<file path="config.mk">
export PLATFORM = sky130hd
export DESIGN_NAME = cfgld_top
export DESIGN_NICKNAME = d
export VERILOG_FILES = /design/src/rtl/cfgld_pkg.sv /design/src/rtl/cfgld_sync.sv /design/src/rtl/cfgld_ticker.sv /design/src/rtl/cfgld_top.sv
export SDC_FILE = /design/constraint.sdc
export NUM_CORES = 1
export LEC_CHECK = 0
export BUFFER_PORTS_ARGS = -buffer_cell sky130_fd_sc_hd__buf_2
export CAP_MARGIN = 20
export CORE_MARGIN = 5
export CORE_UTILIZATION = 25
export DETAILED_ROUTE_END_ITERATION = 7
export GPL_ROUTABILITY_DRIVEN = 0
export SLEW_MARGIN = 0
export SYNTH_ARGS = -nofsm -noshare
export SYNTH_HDL_FRONTEND = slang
export SYNTH_HIERARCHICAL = 1
export SYNTH_SLANG_ARGS = --single-unit
</file>
<file path="constraint.sdc">
create_clock -name clk -period 7.9 [get_ports clk]
set_input_delay 0.79 -clock clk [delete_from_list [all_inputs] [get_ports clk]]
set_output_delay 0.79 -clock clk [all_outputs]
set_load 0.01 [all_outputs]
</file>
<file path="src/rtl/cfgld_pkg.sv">
package cfgld_pkg;

    // Loader sequencing states
    typedef enum logic [3:0] {
        ST_IDLE   = 4'd0,
        ST_PROG   = 4'd1,
        ST_WINIT  = 4'd2,
        ST_WREADY = 4'd3,
        ST_SETTLE = 4'd4,
        ST_FETCH  = 4'd5,
        ST_CLO    = 4'd6,
        ST_CHI    = 4'd7,
        ST_BUSYW  = 4'd8,
        ST_FIN    = 4'd9
    } cfg_state_e;

    // Failure codes, visible on err_code
    typedef enum logic [2:0] {
        ERR_NONE     = 3'd0,
        ERR_INIT_TO  = 3'd1,
        ERR_READY_TO = 3'd2,
        ERR_STREAM   = 3'd3,
        ERR_BUSY_TO  = 3'd4,
        ERR_DONE_TO  = 3'd5
    } cfg_err_e;

    // Target control pin levels (high = asserted)
    typedef struct packed {
        logic prog;
        logic sel;
        logic wr;
        logic cclk;
    } pins_t;

    // Cycles the clock stays high after each pulse; covers the status synchronizer latency
    localparam int HOLD_CYC = 4;

    function automatic pins_t pins_for(cfg_state_e s);
        pins_t p;
        p = '0;
        case (s)
            ST_PROG, ST_WINIT: p.prog = 1'b1;
            ST_WREADY, ST_FIN: p.cclk = 1'b1;
            ST_SETTLE, ST_FETCH, ST_CHI, ST_BUSYW: begin
                p.sel  = 1'b1;
                p.wr   = 1'b1;
                p.cclk = 1'b1;
            end
            ST_CLO: begin
                p.sel = 1'b1;
                p.wr  = 1'b1;
            end
            default: p = '0;
        endcase
        return p;
    endfunction

endpackage

</file>
<file path="src/rtl/cfgld_sync.sv">
module cfgld_sync #(
    parameter int W = 3
) (
    input  logic         clk,
    input  logic         rst,
    input  logic [W-1:0] async_i,
    output logic [W-1:0] sync_o
);
    logic [W-1:0] meta_q;
    logic [W-1:0] stab_q;

    always_ff @(posedge clk) begin
        if (rst) begin
            meta_q <= '0;
            stab_q <= '0;
        end else begin
            meta_q <= async_i;
            stab_q <= meta_q;
        end
    end

    assign sync_o = stab_q;
endmodule

</file>
<file path="src/rtl/cfgld_ticker.sv">
module cfgld_ticker #(
    parameter int DIV = 125,
    parameter int W   = 32
) (
    input  logic         clk,
    input  logic         rst,
    input  logic         clr,
    output logic [W-1:0] ticks
);
    logic step;

    generate
        if (DIV <= 1) begin : g_direct
            assign step = 1'b1;
        end else begin : g_pre
            localparam int PW = $clog2(DIV);
            localparam logic [PW-1:0] LAST = PW'(DIV - 1);
            logic [PW-1:0] pre_q;
            always_ff @(posedge clk) begin
                if (rst || clr)          pre_q <= '0;
                else if (pre_q == LAST)  pre_q <= '0;
                else                     pre_q <= pre_q + 1'b1;
            end
            assign step = (pre_q == LAST);
        end
    endgenerate

    always_ff @(posedge clk) begin
        if (rst || clr)              ticks <= '0;
        else if (step && !(&ticks))  ticks <= ticks + 1'b1;
    end
endmodule

</file>
<file path="src/rtl/cfgld_top.sv">
module cfgld_top #(
    parameter int CNT_W         = 24,
    parameter int TICK_W        = 32,
    parameter int TICK_DIV      = 125,
    parameter int PROG_TICKS    = 10,
    parameter int INIT_TIMEOUT  = 500000,
    parameter int SETTLE_TICKS  = 10000,
    parameter int BUSY_TIMEOUT  = 5000,
    parameter int DONE_TIMEOUT  = 200000,
    parameter bit CHECK_BUSY    = 1'b1
) (
    input  logic             clk,
    input  logic             rst,
    input  logic             start,
    input  logic [CNT_W-1:0] byte_count,
    input  logic             clear,
    input  logic [7:0]       s_data,
    input  logic             s_valid,
    output logic             s_ready,
    output logic             cfg_prog,
    output logic             cfg_sel,
    output logic             cfg_wr,
    output logic             cfg_clk,
    output logic [7:0]       cfg_data,
    input  logic             tgt_init,
    input  logic             tgt_busy,
    input  logic             tgt_done,
    output logic             busy,
    output logic             ok,
    output logic             fail,
    output logic [2:0]       err_code,
    output logic [CNT_W-1:0] err_offset
);
    import cfgld_pkg::*;

    localparam logic [TICK_W-1:0] LIM_PROG   = TICK_W'(PROG_TICKS);
    localparam logic [TICK_W-1:0] LIM_INIT   = TICK_W'(INIT_TIMEOUT);
    localparam logic [TICK_W-1:0] LIM_SETTLE = TICK_W'(SETTLE_TICKS);
    localparam logic [TICK_W-1:0] LIM_BUSY   = TICK_W'(BUSY_TIMEOUT);
    localparam logic [TICK_W-1:0] LIM_DONE   = TICK_W'(DONE_TIMEOUT);
    localparam logic [2:0]        PH_LAST    = 3'(HOLD_CYC - 1);
    localparam cfg_state_e        AFTER_HI   = CHECK_BUSY ? ST_BUSYW : ST_FETCH;

    cfg_state_e        state_q, state_n;
    cfg_err_e          err_q, err_n;
    pins_t             pins_q;
    logic [2:0]        stat_s;
    logic              init_s, busy_s, done_s;
    logic [TICK_W-1:0] ticks;
    logic [2:0]        ph_q;
    logic [CNT_W-1:0]  total_q, sent_q, off_q;
    logic [7:0]        data_q;
    logic              ok_q, fail_q;
    logic              go, take, fail_set, ok_set, more;

    cfgld_sync #(.W(3)) u_sync (
        .clk     (clk),
        .rst     (rst),
        .async_i ({tgt_init, tgt_busy, tgt_done}),
        .sync_o  (stat_s)
    );
    assign init_s = stat_s[2];
    assign busy_s = stat_s[1];
    assign done_s = stat_s[0];

    cfgld_ticker #(.DIV(TICK_DIV), .W(TICK_W)) u_tick (
        .clk   (clk),
        .rst   (rst),
        .clr   (state_n != state_q),
        .ticks (ticks)
    );

    assign go      = (state_q == ST_IDLE) && start && !fail_q;
    assign more    = (sent_q != total_q);
    assign s_ready = (state_q == ST_FETCH) && !done_s && !init_s && more;
    assign take    = s_ready && s_valid;

    always_comb begin
        state_n  = state_q;
        err_n    = ERR_NONE;
        fail_set = 1'b0;
        ok_set   = 1'b0;
        case (state_q)
            ST_IDLE:   if (go) state_n = ST_PROG;
            ST_PROG:   if (ticks >= LIM_PROG) state_n = ST_WINIT;
            ST_WINIT: begin
                if (init_s)                 state_n = ST_WREADY;
                else if (ticks >= LIM_INIT) begin fail_set = 1'b1; err_n = ERR_INIT_TO; end
            end
            ST_WREADY: begin
                if (!init_s)                state_n = ST_SETTLE;
                else if (ticks >= LIM_INIT) begin fail_set = 1'b1; err_n = ERR_READY_TO; end
            end
            ST_SETTLE: if (ticks >= LIM_SETTLE) state_n = ST_FETCH;
            ST_FETCH: begin
                if (done_s)       state_n = ST_FIN;
                else if (init_s)  begin fail_set = 1'b1; err_n = ERR_STREAM; end
                else if (!more)   state_n = ST_FIN;
                else if (s_valid) state_n = ST_CLO;
            end
            ST_CLO:    state_n = ST_CHI;
            ST_CHI:    if (ph_q == PH_LAST) state_n = AFTER_HI;
            ST_BUSYW: begin
                if (!busy_s)                state_n = ST_FETCH;
                else if (ticks >= LIM_BUSY) begin fail_set = 1'b1; err_n = ERR_BUSY_TO; end
            end
            ST_FIN: begin
                if (done_s && !init_s)      begin ok_set = 1'b1; state_n = ST_IDLE; end
                else if (ticks >= LIM_DONE) begin fail_set = 1'b1; err_n = ERR_DONE_TO; end
            end
            default: state_n = ST_IDLE;
        endcase
        if (fail_set) state_n = ST_IDLE;
    end

    always_ff @(posedge clk) begin
        if (rst) begin
            state_q <= ST_IDLE;
            pins_q  <= '0;
            ph_q    <= '0;
            total_q <= '0;
            sent_q  <= '0;
            data_q  <= '0;
            ok_q    <= 1'b0;
            fail_q  <= 1'b0;
            err_q   <= ERR_NONE;
            off_q   <= '0;
        end else begin
            state_q <= state_n;
            pins_q  <= pins_for(state_n);
            ph_q    <= (state_n != state_q) ? 3'd0 : ph_q + 3'd1;
            if (go) begin
                total_q <= byte_count;
                sent_q  <= '0;
                ok_q    <= 1'b0;
            end
            if (take) begin
                data_q <= s_data;
                sent_q <= sent_q + 1'b1;
            end
            if (ok_set) ok_q <= 1'b1;
            if (fail_set) begin
                fail_q <= 1'b1;
                err_q  <= err_n;
                off_q  <= sent_q;
            end
            if (clear) begin
                ok_q   <= 1'b0;
                fail_q <= 1'b0;
                err_q  <= ERR_NONE;
                off_q  <= '0;
            end
        end
    end

    assign cfg_prog   = pins_q.prog;
    assign cfg_sel    = pins_q.sel;
    assign cfg_wr     = pins_q.wr;
    assign cfg_clk    = pins_q.cclk;
    assign cfg_data   = data_q;
    assign busy       = (state_q != ST_IDLE);
    assign ok         = ok_q;
    assign fail       = fail_q;
    assign err_code   = err_q;
    assign err_offset = off_q;
endmodule

</file>
==> results.yml <==
global_routing:
  grt_usage: 0.120
  busiest_layer: "met2"
  grt_pass1_vias: 5528
  met1_usage: 0.169
  use_met3: 0.0320
  globalRouteOverflowTotal: 0
  grt_pass1_wl_um: 29400
  met2_usage: 0.177
  antenna_found_initial: 1
  grt_max_degree: 80
route:
  drt_iter0_drc: 366
  vias_per_cell: 4.89
  antenna_left: 0
  vias: 5949
  finalWirelength_um: 18200
  wl_per_cell_um: 14.9
  drcViolationCount: 0
  drt_first_pass_iters: 5
synthesis:
  synth-compound-area-share: 0.149
  synthAdderAreaFrac: 0.0112
  syn_nets: 842
  avgSynthCellArea_um2: 8.44
  synth-edff-count: 0
  async_reset_ff_frac: 0
  synthFlopType: "dfxtp_1"
  ys_seq_area_frac: 0.417
  ys_ff_latch: 140
  yosysWarningCount: 6
  synth_top_family_by_area: "simple AND/OR/NAND/NOR gates"
  ys_types: 65
  synth.area.mux_share: 0.0527
  synth_area_um2: 6720
  synthXorXnorAreaFrac: 0.0495
  synth-simple-area-share: 0.284
  syn-instance-count: 796
clock_tree:
  cts-root-buf: "clkbuf_16"
  htreeDepth: 4
  ctsHoldBuffers: 0
  insertion_delay_ns: 0.43
  clkTransAtPathRegs_ns: 0.07
  post_cts_buffers: 0
  clock_path_buffers: 2
  cts_tree: "yes"
  cts_resized: 0
  cts.sinks: 140
  numCtsBuffers: 17
floorplanning:
  start_util: 0.251
  top_level_ports: 83
  rows: 60
  coreArea_um2: 26700
  die_h_um: 174
  die_x_um: 174
  fp.dieArea_um2: 30300
power:
  worst_ir_drop_vdd_uv: 136
  p_per_area_nw_per_um2: 202
  p_total_mw: 1.62
  leakage_nw: 2.93
place:
  dp.cells: 1184
  place_hpwl_um: 12900
  numPortBuffers: 82
setup_path:
  path_buf_inv: 0
  path_delay_family: "simple AND/OR/NAND/NOR gates"
  slowest_delay_ns: 0.60
  required_ns: 8.28
  critPathKind: "flip-flop to flip-flop"
  path_cells: "nor4_2 > nand4_2 > or4_1 > a21o_1 > or3_1 > or2_0 > a311o_1 > or2_2 > nor2_1 > a41o_1"
  worst-endpoint-arrival_ns: 4.52
  crit_fanout: 29
  critPathCaptureType: "flip-flop"
  worst_setup_path_start_kind: "flip-flop"
  cp_slowest_cell: "or3_1"
hold_path:
  hold_path_class: "flip-flop to flip-flop"
timing:
  timing.slew.headroom: 0.428
  slew_violations: 0
  hold_viol: 0
  skew_ns: 0.0216
  setup_tns_ns: 0
  fin_crit_ns: 4.14
  fmax_mhz: 241
  setup_violations: 0
  max_slew.worst_pin.slew_ns: 0.859
  rsz0062_at_grt: "no"
  post-route-period-util: 0.524
layout:
  layout.cells.non_filler: 1216
  syn2layout_area_growth_pct: 19.3
  final_layout_size_suffix_gt1_frac: 0.173
  antenna_cells: 0
  layout.nets: 908
  layout_common_cells: "dfxtp_1 (140), nand2_1 (87), buf_2 (82), nor2_1 (77), a21oi_1 (67)"
  nFillCells: 2853
  final_common_cell: "dfxtp_1"
status:
  status: "finished clean"
flow_run:
  maxCapViolCount: 0
==> metrics by stage <==
stage	setup slack [ns]	cell area (um^2)	hold WS [ns]	util
floorplan	4.41	6720	0.414	-
finish	3.76	8010	0.444	0.300
detailed placement	3.76	7420	0.428	0.278
global route	3.47	8010	0.460	0.300
CTS	3.72	8010	0.445	0.300
global placement	3.80	7420	0.434	0.278
==> path summary, 6_finish.rpt <==
kind / endpoint / depth (start not counted) / slack, ns / startpoint
max: u_tick/ticks[2] / 10 / 3.76 / u_tick/ticks[28]
min: u_sync/sync_o[0] / 1 / 0.44 / u_sync/meta_q[0]
max reg2reg: u_tick/ticks[2] / 10 / 3.76 / u_tick/ticks[28]
min reg2reg: u_sync/sync_o[0] / 1 / 0.44 / u_sync/meta_q[0]
==> registers in the layout, summed over array words and instances, names as in the netlist <==
register	count
cfg_clk	1
ph_q	3
total_q	24
err_code	3
cfg_prog	1
u_sync/meta_q	3
ok	1
err_offset	24
u_tick/ticks	32
cfg_sel	1
cfg_data	8
u_sync/sync_o	3
fail	1
u_tick/g_pre.pre_q	7
state_q	4
sent_q	24
==> per-layer routing <==
metal  vias up  routed length, um
li1       3013                  -
met1      2796               9010
met2       127               7990
met3        11                917
met4         2                239
met5         -                 13
==> Yosys cell counts (13+ instances only) <==
| cell | instances | area (um^2) |
|---|---|---|
| nor2_1 | 77 | 289 |
| nand4_1 | 26 | 163 |
| nand2_1 | 87 | 327 |
| o21ai_0 | 25 | 125 |
| xnor2_1 | 33 | 289 |
| dfxtp_1 | 140 | 2800 |
| mux2i_1 | 32 | 320 |
| nand3_1 | 30 | 150 |
| o31ai_1 | 13 | 97.6 |
| nor3_1 | 19 | 95.1 |
| clkbuf_1 | 31 | 116 |
| or4_1 | 15 | 113 |
| inv_1 | 20 | 75.1 |
| a21oi_1 | 67 | 335 |
| or3_1 | 33 | 206 |
==> where the power goes <==
part	switching (mW)	internal [mW]	total, mW
clock network	0.354	0.451	0.806
registers	0.0105	0.718	0.729
logic	0.0544	0.0314	0.0858
==> cell type report <==
class	instances	area, um^2	area share
Clock inverter	15	166	0.0208
Timing Repair Buffer	86	440	0.0550
Tap cell	341	427	0.0532
Inverter	20	75.1	0.00937
Clock buffer	17	425	0.0531
Multi-Input combinational cell	597	3680	0.459
Sequential cell	140	2800	0.350
==> kinds of logic (layout without fill, tap and decap cells) <==
family / after synthesis / in the layout
AOI/OAI and AO/OA: 157 / 157
xor gates and xnor gates: 38 / 38
adders and majority gates: 6 / 6
buffers and inverters: 59 / 138
DFF: 140 / 140
muxes: 35 / 35
and+or+nand+nor: 361 / 361
Note: power is estimated with default switching activity, not from simulation.
